===== src/rtl/scan_pkg.sv =====
// Package: shared helpers for the test-array scanner.
// Assumes: ratios and exponents are small positive integers.
package scan_pkg;

    // Width that holds a counter running from 0 to n-1 (at least 1 bit).
    function automatic int cnt_width(input int n);
        return (n > 1) ? $clog2(n) : 1;
    endfunction

    // Dwell window length in fast-clock cycles.
    function automatic int dwell_cycles(input int k, input int log2_ticks);
        return k * (1 << log2_ticks);
    endfunction

endpackage


===== src/rtl/scan_divider.sv =====
// Module: scan_divider
// Emits a one-cycle tick every DIV_K fast-clock cycles while run is high.
// Assumes: DIV_K >= 1; run low or reset clears the phase to zero.
module scan_divider #(
    parameter int DIV_K = 3
) (
    input  logic clk,
    input  logic rst_n,
    input  logic run,
    output logic tick
);
    import scan_pkg::*;

    localparam int DIV_W = cnt_width(DIV_K);
    localparam logic [DIV_W-1:0] DIV_LAST = DIV_W'(DIV_K - 1);

    logic [DIV_W-1:0] phase_q;

    // Tick on the last phase of the ratio, only while scanning.
    assign tick = run && (phase_q == DIV_LAST);

    // Phase counter: clears when idle, rolls over at the end of the ratio.
    always_ff @(posedge clk) begin
        if (!rst_n || !run) begin
            phase_q <= '0;
        end else if (phase_q == DIV_LAST) begin
            phase_q <= '0;
        end else begin
            phase_q <= phase_q + 1'b1;
        end
    end

endmodule


===== src/rtl/scan_sequencer.sv =====
// Module: scan_sequencer
// Groups divider ticks into dwell windows of 2^DWELL_LOG ticks and steps
// the array address by one at the end of each window, wrapping at the top.
// Assumes: tick is a single-cycle pulse that is only high while run is high.
module scan_sequencer #(
    parameter int ADDR_W    = 6,
    parameter int DWELL_LOG = 2
) (
    input  logic              clk,
    input  logic              rst_n,
    input  logic              run,
    input  logic              tick,
    output logic [ADDR_W-1:0] addr
);
    logic              win_end;
    logic [ADDR_W-1:0] addr_q;

    generate
        if (DWELL_LOG == 0) begin : g_single
            // Every tick closes a window.
            assign win_end = tick;
        end else begin : g_multi
            logic [DWELL_LOG-1:0] ticks_q;

            assign win_end = tick && (&ticks_q);

            // Tick counter inside the window; wraps naturally at 2^DWELL_LOG.
            always_ff @(posedge clk) begin
                if (!rst_n || !run) begin
                    ticks_q <= '0;
                end else if (tick) begin
                    ticks_q <= ticks_q + 1'b1;
                end
            end
        end
    endgenerate

    // Address register: clears when idle, steps by one per closed window.
    always_ff @(posedge clk) begin
        if (!rst_n || !run) begin
            addr_q <= '0;
        end else if (win_end) begin
            addr_q <= addr_q + 1'b1;
        end
    end

    assign addr = addr_q;

endmodule


===== src/rtl/scan_decoder.sv =====
// Module: scan_decoder
// Turns the address into one-hot enables, gated by the active flag.
// The marker slot has no enable bit at all.
// Assumes: MARKER_SLOT lies inside 0 .. 2^ADDR_W-1.
module scan_decoder #(
    parameter int ADDR_W      = 6,
    parameter int MARKER_SLOT = 0
) (
    input  logic                 active,
    input  logic [ADDR_W-1:0]    addr,
    output logic [2**ADDR_W-1:0] en
);
    localparam int SITES = 2 ** ADDR_W;

    generate
        for (genvar i = 0; i < SITES; i++) begin : g_site
            if (i == MARKER_SLOT) begin : g_marker
                // Reserved location: never enabled.
                assign en[i] = 1'b0;
            end else begin : g_live
                // Live element: on when selected and scanning.
                assign en[i] = active && (addr == ADDR_W'(i));
            end
        end
    endgenerate

endmodule


===== src/rtl/scan_outmux.sv =====
// Module: scan_outmux
// Combines the element outputs onto one line; a disabled element adds 0.
// Assumes: en is one-hot or all zero.
module scan_outmux #(
    parameter int SITES = 64
) (
    input  logic [SITES-1:0] en,
    input  logic [SITES-1:0] elem_in,
    output logic             y
);
    // AND each element with its enable, then OR the results together.
    assign y = |(en & elem_in);

endmodule


===== src/rtl/osc_array_scanner.sv =====
// Module: osc_array_scanner (top)
// Scans 2^ADDR_W test elements one at a time: divider -> dwell/address
// sequencer -> one-hot decoder -> shared output line.
// Assumes: rst_n is synchronous; elem_in is sampled only through the mux.
module osc_array_scanner #(
    parameter int ADDR_W      = 6,
    parameter int DIV_K       = 3,
    parameter int DWELL_LOG   = 2,
    parameter int MARKER_SLOT = 0
) (
    input  logic                 clk,
    input  logic                 rst_n,
    input  logic                 run,
    input  logic [2**ADDR_W-1:0] elem_in,
    output logic [2**ADDR_W-1:0] elem_en,
    output logic [ADDR_W-1:0]    addr,
    output logic                 scan_out,
    output logic [31:0]          dwell_len
);
    import scan_pkg::*;

    localparam int SITES = 2 ** ADDR_W;
    localparam int DWELL = dwell_cycles(DIV_K, DWELL_LOG);

    logic tick;
    logic active;

    // The scan counts as active only out of reset and while run is high.
    assign active    = rst_n && run;
    assign dwell_len = 32'(DWELL);

    scan_divider #(.DIV_K(DIV_K)) u_div (
        .clk   (clk),
        .rst_n (rst_n),
        .run   (run),
        .tick  (tick)
    );

    scan_sequencer #(.ADDR_W(ADDR_W), .DWELL_LOG(DWELL_LOG)) u_seq (
        .clk   (clk),
        .rst_n (rst_n),
        .run   (run),
        .tick  (tick),
        .addr  (addr)
    );

    scan_decoder #(.ADDR_W(ADDR_W), .MARKER_SLOT(MARKER_SLOT)) u_dec (
        .active (active),
        .addr   (addr),
        .en     (elem_en)
    );

    scan_outmux #(.SITES(SITES)) u_mux (
        .en      (elem_en),
        .elem_in (elem_in),
        .y       (scan_out)
    );

endmodule


===== config.mk =====
export PLATFORM = sky130hd
export DESIGN_NAME = osc_array_scanner
export DESIGN_NICKNAME = d
export VERILOG_FILES = /design/src/rtl/scan_pkg.sv /design/src/rtl/scan_divider.sv /design/src/rtl/scan_sequencer.sv /design/src/rtl/scan_decoder.sv /design/src/rtl/scan_outmux.sv /design/src/rtl/osc_array_scanner.sv
export SDC_FILE = /design/constraint.sdc
export NUM_CORES = 1
export LEC_CHECK = 0
export ABC_AREA = 1
export BUFFER_PORTS_ARGS = -buffer_cell sky130_fd_sc_hd__buf_2
export CORE_UTILIZATION = 38
export CTS_CLUSTER_DIAMETER = 40
export DETAILED_ROUTE_END_ITERATION = 8
export HOLD_SLACK_MARGIN = 0.1
export PLACE_DENSITY = 0.82
export SLEW_MARGIN = 0
export SYNTH_ARGS = -nofsm -noshare
export SYNTH_HDL_FRONTEND = slang
export SYNTH_SLANG_ARGS = --single-unit

===== constraint.sdc =====
create_clock -name clk -period 2.2 [get_ports clk]
set_input_delay 0.44 -clock clk [delete_from_list [all_inputs] [get_ports clk]]
set_output_delay 0.44 -clock clk [all_outputs]
set_load 0.02 [all_outputs]

==> results of run 1 <==
==> stage by stage <==
| stage | util | power, mW | std cells | instance area (um^2) |
|---|---|---|---|---|
| finish | 0.639 | 0.548 | 556 | 2880 |
| global route | 0.639 | 0.575 | 556 | 2880 |
| CTS | 0.626 | 0.550 | 555 | 2820 |
| detailed placement | 0.575 | 0.323 | 551 | 2590 |
| global placement | 0.575 | 0.321 | 551 | 2590 |
| floorplan | - | 0.303 | 381 | 1950 |
==> worst max-delay path: stages, from the launching register on <==
cell	delay, ns
dfxtp_4	0.40
inv_4	0.06
ha_4	0.17
inv_6	0.07
nor2_4	0.04
buf_6	0.12
nand3_2	0.04
nand2_1	0.06
nor2_2	0.13
nand2_1	0.07
nor2_1	0.09
nand2_1	0.06
inv_1	0.07
nand2_2	0.05
buf_6	0.12
==> layout make-up <==
type                            instances  area (um^2)
Fill cell                             426         1630
Multi-Input combinational cell        283         1420
Inverter                               47          200
Tap cell                               52         65.1
Timing Repair Buffer                  160          928
Clock buffer                            4         55.1
Sequential cell                        10          213
==> worst max path at each step <==
stage	startpoint	endpoint	slack [ns]	cells past startpoint
global route	u_seq.addr[0]$_SDFFE_PP0P_	scan_out	-0.13	14
finish	u_seq.addr[1]$_SDFFE_PP0P_	scan_out	-0.04	14
floorplan	u_seq.addr[0]$_SDFFE_PP0P_	scan_out	0.19	12
global placement	u_seq.addr[1]$_SDFFE_PP0P_	scan_out	0.03	13
detailed placement	u_seq.addr[1]$_SDFFE_PP0P_	scan_out	-0.005	14
CTS	u_seq.addr[0]$_SDFFE_PP0P_	scan_out	0.005	13
==> per-layer routing <==
layer	track usage	vias up	part of all wire
met1	0.306	1202	0.39
li1	-	1337	-
met3	0.0169	18	0.069
met2	0.465	154	0.52
met5	0	-	0
met4	0.0871	0	0.023
==> power by group <==
part	leakage [nW]	switching (mW)	total (mW)	internal, mW
logic	1.48	0.0890	0.137	0.0482
registers	0.0846	0.00118	0.183	0.181
clock network	0.0288	0.0710	0.228	0.157
total	1.59	0.161	0.548	0.387
==> cell usage after synthesis <==
cell / number
o21ai_0: 5
nand4_1: 1
a21oi_1: 5
a31oi_1: 1
clkbuf_1: 1
nand3_1: 65
nand2_4: 1
conb_1: 2
buf_2: 3
buf_4: 33
nor2_1: 100
buf_6: 4
dfxtp_1: 10
inv_1: 47
ha_1: 6
nor2_4: 4
nor3_1: 8
xnor2_1: 1
nand2_1: 53
==> flip-flops by register name, indices dropped and copies added, names as in the netlist <==
signal / flops
u_seq.addr: 6
u_div.phase_q: 2
u_seq.g_multi.ticks_q: 2
==> repair_timing <==
action	CTS	global route
pin swaps	18	12
setup endpoints to repair	28	5
gates resized for setup	56	16
buffers inserted	5	1
==> logic make-up (layout without fill, tap and decap cells) <==
| group | Yosys count | after routing |
|---|---|---|
| simple gates | 232 | 232 |
| other cells | 2 | 33 |
| xor+xnor | 1 | 1 |
| compound gates | 11 | 11 |
| fa+ha+maj | 6 | 6 |
| flops | 10 | 10 |
| buf+inv | 88 | 211 |
==> out/qor.log, run 1 <==
qor: yosys.mean_instance_size_in_the_synthesized_netlist 5.25 um^2
qor: sta.min_period_over_period 1.02
qor: floorplan.core-area 4500 um^2
qor: pwr.power_per_cell_area 190 nW/um^2
qor: route.detail_route.vias_per_cell 4.88
qor: yosys.ys_top_cells_by_area nor2_1 (20%), nand3_1 (18%), buf_4 (13%)
qor: sta.hold_viol 0
qor: route.dr.first_iter.drc_count 92
qor: yosys.synth.top_cell.area_share 0.204
qor: cts.cts_tree built
qor: route.drt_pass1_iterations 4
qor: grt.grt_max_degree 18
qor: cts.numClockSinks 10
qor: grt.grt_usage 0.251
qor: cts.clkLatencyLatePin 0.23 ns
qor: placement.routabilityCongestion 0.931
qor: placement.hpwlAfterDp 5.36 mm
qor: floorplan.pin_count 170
qor: sta.timing.hold.ws 0.431 ns
qor: layout.drive_above_1_share 0.419
qor: cts.path_clk_slew 0.05 ns
qor: yosys.post_synth_and_or_nand_nor_area_fraction 0.545
qor: layout.area.growth.synth_to_final 56.6%
qor: floorplan.floorplan.die.width 71.5 um
qor: sta.finalSetupViolCount 3
qor: pwr.total_leakage_power 1.59 nW
qor: flow_run.drv.max_cap_violation_count 0
qor: sta.unrepaired_setup_endpoints_after_global_routing yes
qor: cts.clockRootBuffer clkbuf_8
qor: yosys.synth_mux_area_frac 0
qor: critical_path.worst_reg_to_reg_setup_slack 0.58 ns
qor: route.vias 2,711
qor: sta.finalSetupTns -0.0810 ns
qor: placement.dp_slack -0.00519 ns
qor: grt.grt_remaining_overflow 0
qor: critical_path.startpoint_to_endpoint_class_of_the_critical_path flop to output pin
qor: floorplan.die_footprint 5120 um^2
qor: run_status.violations setup timing
qor: placement.port_buffer_cells 135
qor: worst_hold_path.worstHoldEndpoint u_div.phase_q[0]$_SDFF_PP0_
qor: critical_path.reg2reg_from u_div.phase_q[0]$_SDFF_PP0_
qor: yosys.post_synth_fa_ha_maj_area_fraction 0.0408
qor: critical_path.critPathRequiredTime 1.76 ns
qor: sta.layout_setup_ws -0.0404 ns
qor: grt.grt_antenna_before_repair 0
qor: layout.final_cell_mix buf_2 (130), nor2_1 (84), nand3_1 (62), nand2_1 (49), inv_1 (38)
qor: worst_hold_path.path_type_of_the_worst_min_delay_path flop to flop
qor: route.avgRoutedWirePerCell 12.3 um
qor: yosys.syn_area 1840 um^2
qor: cts.cts-buffers-inserted 3
qor: yosys.synth_top_family_by_area simple AND/OR/NAND/NOR gates
qor: sta.fmax 446 MHz
qor: yosys.post_synth_inst_count 350
qor: cts.holdBufCountCts 0
qor: yosys.synth_compound_area_frac 0.0306
qor: layout.n_antenna_cell 0
qor: yosys.synth_area_leader_cell nor2_1
qor: yosys.synth.yosys.seq_area_share 0.109
qor: critical_path.worst_ep_arrival_time 1.80 ns
qor: route.drt-total-wl 6.86 mm
qor: layout.design.final.nets 578
qor: floorplan.std_cell_rows 24
qor: yosys.ys_seq_elements 10
qor: sta.clock_skew 0.000407 ns
qor: run_status.status finished with violations
qor: critical_path.critPathCaptureType output pin
qor: floorplan.die_height 71.5 um
qor: layout.layout.cells.most_common buf_2
qor: worst_hold_path.hold_path_depth 1
qor: grt.grt_pass1_wl 10.3 mm
qor: worst_hold_path.start_point_of_the_worst_min_delay_path u_div.phase_q[0]$_SDFF_PP0_
qor: sta.final.min_clock_period 2.24 ns
qor: critical_path.cp-start-kind flop
qor: yosys.synth-xor-area-share 0.00477
qor: pwr.worst_vdd_ir 0.245 mV
qor: sta.slew_violations 0
qor: cts.max-clock-path-buffers 2
qor: yosys.count_of_different_cell_masters_after_synthesis 19
qor: critical_path.reg2reg_depth 8
qor: yosys.synth-warning-count 0
qor: critical_path.path_max_fanout 5
qor: route.antenna_left 0
qor: route.remaining_drc_errors 0
qor: cts.clock_tree.htree_level_count 1
qor: critical_path.r2r_end u_seq.addr[5]$_SDFFE_PP0P_
qor: floorplan.initial_utilization 0.408
qor: grt.grt_pass1_vias 2,248
(Power assumes the default switching activity.)
==> inputs of run 2 (changes only) <==
--- a/config.mk
+++ b/config.mk
@@ -5,9 +5,10 @@
 export SDC_FILE = /design/constraint.sdc
 export NUM_CORES = 1
 export LEC_CHECK = 0
-export ABC_AREA = 1
 export BUFFER_PORTS_ARGS = -buffer_cell sky130_fd_sc_hd__buf_2
-export CORE_UTILIZATION = 38
+export CAP_MARGIN = 25
+export CORE_MARGIN = 2
+export CORE_UTILIZATION = 36
 export CTS_CLUSTER_DIAMETER = 40
 export DETAILED_ROUTE_END_ITERATION = 8
 export HOLD_SLACK_MARGIN = 0.1
==> run 2 against run 1 <==
Hold slack got worse by 0.0098 ns. Non-clock buffer count increased by 22. Clock-buffer cell count unchanged. Flip-flop and latch count unchanged. The flow still finishes with violations (setup timing). Sequential power about the same. Combinational power increased by 7%. Clock power about the same. Total power increased by 1.5%. Critical path depth decreased by 7. Register-to-register slack improved by 0.04 ns.
==> out/qor.log, run 2 <==
qor: run_status.status finished with violations [unchanged]
qor: run_status.violations setup timing [unchanged]
qor: layout.final_cell_mix buf_2 (134), nor2_1 (74), buf_4 (46), conb_1 (33), nand2_1 (27) [was buf_2 (130), nor2_1 (84), nand3_1 (62), nand2_1 (49), inv_1 (38)]
qor: cts.clockRootBuffer clkbuf_8 [unchanged]
qor: grt.grt_antenna_before_repair 0 [unchanged]
qor: critical_path.cp-start-kind flop [unchanged]
qor: cts.cts-buffers-inserted 3 [unchanged]
qor: grt.grt_usage 0.230 [was 0.251]
qor: sta.min_period_over_period 1.20 [was 1.02]
qor: route.detail_route.vias_per_cell 4.87 [was 4.88]
qor: layout.design.final.nets 499 [was 578]
qor: layout.n_fill_cell 419 [was 426]
qor: cts.clock_tree.htree_level_count 1 [unchanged]
qor: floorplan.die_height 71.5 um [about the same]
qor: placement.port_buffer_cells 135 [unchanged]
qor: critical_path.worst_ep_arrival_time 2.21 ns [was 1.80 ns]
qor: route.remaining_drc_errors 0 [unchanged]
qor: critical_path.critPathRequiredTime 1.76 ns [about the same]
qor: layout.drive_above_1_share 0.482 [was 0.419]
qor: route.vias 2,325 [was 2,711]
qor: yosys.count_of_different_cell_masters_after_synthesis 44 [was 19]
qor: route.drt_pass1_iterations 4 [unchanged]
qor: pwr.total_leakage_power 1.42 nW [was 1.59 nW]
qor: critical_path.critPathSlowestCell or3_1 [was dfxtp_4]
qor: cts.numClockSinks 10 [unchanged]
qor: route.antenna_left 0 [unchanged]
qor: sta.unrepaired_setup_endpoints_after_global_routing yes [unchanged]
qor: critical_path.cpPeakStageDelay 0.38 ns [was 0.40 ns]
qor: placement.routabilityCongestion 0.841 [was 0.931]
qor: route.avgRoutedWirePerCell 13.1 um [was 12.3 um]
qor: route.wirelength_met1 2.52 mm [was 2.68 mm]
qor: cts.path_clk_slew 0.05 ns [about the same]
qor: floorplan.std_cell_rows 24 [unchanged]
qor: yosys.synth.top_cell.area_share 0.169 [was 0.204]
qor: cts.clkLatencyLatePin 0.24 ns [was 0.23 ns]
qor: grt.grt_pass1_wl 9.62 mm [was 10.3 mm]
qor: sta.clock_skew 0.000969 ns [was 0.000407 ns]
qor: grt.grt_remaining_overflow 0 [unchanged]
qor: sta.layout_setup_ws -0.449 ns [was -0.0404 ns]
qor: layout.n_antenna_cell 0 [unchanged]
qor: yosys.synth_area_leader_cell nor2_1 [unchanged]
qor: critical_path.path_max_fanout 11 [was 5]
qor: worst_hold_path.path_type_of_the_worst_min_delay_path flop to flop [unchanged]
qor: route.drt-total-wl 6.27 mm [was 6.86 mm]
qor: sta.finalSetupTns -0.449 ns [was -0.0810 ns]
qor: yosys.syn_area 1640 um^2 [was 1840 um^2]
qor: sta.finalSetupViolCount 1 [was 3]
qor: layout.largest_register_ff_count 6 [unchanged]
qor: route.route.met2.wl 3.18 mm [was 3.55 mm]
qor: floorplan.die_footprint 5120 um^2 [about the same]
qor: pwr.power_per_cell_area 208 nW/um^2 [was 190 nW/um^2]
qor: sta.final.min_clock_period 2.65 ns [was 2.24 ns]
qor: route.met3WireLength 512 um [was 473 um]
qor: cts.max-clock-path-buffers 2 [unchanged]
qor: layout.layout.cells.most_common buf_2 [unchanged]
qor: sta.fmax 377 MHz [was 446 MHz]
qor: sta.hold_viol 0 [unchanged]
qor: yosys.synth-async-reset-ratio 0 [unchanged]
qor: layout.finish.utilization 0.609 [was 0.639]
qor: yosys.count_of_flip_flops_with_a_built_in_enable_after_synthesis 0 [unchanged]
qor: layout.area.growth.synth_to_final 62.7% [was 56.6%]
qor: yosys.ys_seq_elements 10 [unchanged]
qor: floorplan.floorplan.die.width 71.5 um [about the same]
qor: yosys.synth.yosys.seq_area_share 0.122 [was 0.109]
qor: yosys.synth_flop_cell dfxtp_1 [unchanged]
qor: floorplan.core-area 4380 um^2 [was 4500 um^2]
qor: route.top_signal_layer_used met4 [unchanged]
qor: critical_path.critPathCaptureType output pin [unchanged]
qor: flow_run.drv.max_cap_violation_count 0 [unchanged]
qor: grt.grt_pass1_vias 2,151 [was 2,248]
qor: placement.hpwlAfterDp 5.16 mm [was 5.36 mm]
qor: route.dr.first_iter.drc_count 258 [was 92]
qor: cts.cts_tree built [unchanged]
qor: yosys.synth-warning-count 0 [unchanged]
qor: yosys.mean_instance_size_in_the_synthesized_netlist 6.27 um^2 [was 5.25 um^2]
qor: yosys.synth_common_cells nor2_1 (74), buf_4 (33), nand2_1 (27) [was nor2_1 (100), nand3_1 (65), nand2_1 (53)]
qor: yosys.post_synth_inst_count 262 [was 350]
qor: pwr.worst_vdd_ir 0.198 mV [was 0.245 mV]
qor: yosys.ys_top_cells_by_area nor2_1 (17%), buf_4 (15%), dfxtp_1 (12%) [was nor2_1 (20%), nand3_1 (18%), buf_4 (13%)]
qor: critical_path.startpoint_to_endpoint_class_of_the_critical_path flop to output pin [unchanged]
qor: yosys.yosys.cell_count.top_type nor2_1 [unchanged]
qor: critical_path.path_cells and2_4, a22o_1, and3_1, or3_1, nor4_2, nand4_1, buf_4 [was inv_4, ha_4, inv_6, nor2_4, buf_6, nand3_2, nand2_1, nor2_2, nand2_1, nor2_1, nand2_1, inv_1, nand2_2, buf_6]
qor: grt.grt_max_degree 19 [was 18]
qor: floorplan.initial_utilization 0.374 [was 0.408]
qor: sta.slew_violations 0 [unchanged]
qor: floorplan.pin_count 170 [unchanged]
## run 2: power by group
group	switching (mW)	internal (mW)
clock network	0.0709	0.157
logic	0.0881	0.0589
registers	0.000890	0.180
total	0.160	0.396
## run 2: final cells by class
type,instances,area [um^2],share of cell area
inverters,4,22.5,0.00843
well taps,52,65.1,0.0244
clock buffers,4,55.1,0.0206
multi-input cells,225,1280,0.478
flip-flops and latches,10,213,0.0796
repair buffers,182,1040,0.389
## run 2: worst paths after layout
| path | start | endpoint | slack [ns] | cells past startpoint |
|---|---|---|---|---|
| setup / recovery | u_seq.addr[3]$_SDFFE_PP0P_ | scan_out | -0.45 | 7 |
| setup reg to reg | u_seq.addr[3]$_SDFFE_PP0P_ | u_seq.addr[4]$_SDFFE_PP0P_ | 0.62 | 6 |
| hold / removal | u_div.phase_q[0]$_SDFF_PP0_ | u_div.phase_q[0]$_SDFF_PP0_ | 0.42 | 1 |
| hold reg to reg | u_div.phase_q[0]$_SDFF_PP0_ | u_div.phase_q[0]$_SDFF_PP0_ | 0.42 | 1 |
## run 2: cells by family (layout without fill, tap and decap cells)
logic type	count (synthesis)	after routing	synth area share
adder cells (fa/ha/maj)	6	6	0.0457
AO/OA/AOI/OAI	40	40	0.183
XOR/XNOR	5	5	0.0267
multiplexers	7	7	0.0442
other	2	33	0.00457
AND/OR/NAND/NOR	134	134	0.356
flip-flops	10	10	0.122
buffers and inverters	58	190	0.218
## run 2: per-stage QoR
stage | setup slack [ns] | power (mW) | instances | hold slack [ns] | area, um^2
3_5_place_dp | -0.215 | 0.328 | 470 | 0.415 | 2540
4_1_cts | -0.446 | 0.558 | 474 | 0.422 | 2610
3_3_place_gp | -0.230 | 0.327 | 470 | 0.407 | 2540
2_1_floorplan | -0.0537 | 0.304 | 293 | 0.401 | 1840
6_report | -0.449 | 0.556 | 477 | 0.421 | 2670
5_1_grt | -0.515 | 0.582 | 477 | 0.438 | 2670
## run 2: layer usage
| metal | GRT usage | vias up |
|---|---|---|
| met2 | 0.415 | 117 |
| li1 | - | 1157 |
| met3 | 0.0281 | 7 |
| met4 | 0.0440 | 0 |
| met5 | 0 | - |
| met1 | 0.296 | 1044 |
## run 2: timing repair
item | CTS | global route
buffers inserted | 0 | 3
resized for setup | 2 | 10
cloned | 0 | 0
endpoints found under the setup margin | 1 | 22
hold buffers | 0 | 0
pin swaps | 0 | 9
## run 2: critical path, delay by kind of cell, from the launching register on
family / cells / cell delay (ns)
compound gates: 1 / 0.21
buf+inv: 1 / 0.19
flops: 1 / 0.37
simple gates: 5 / 1.20
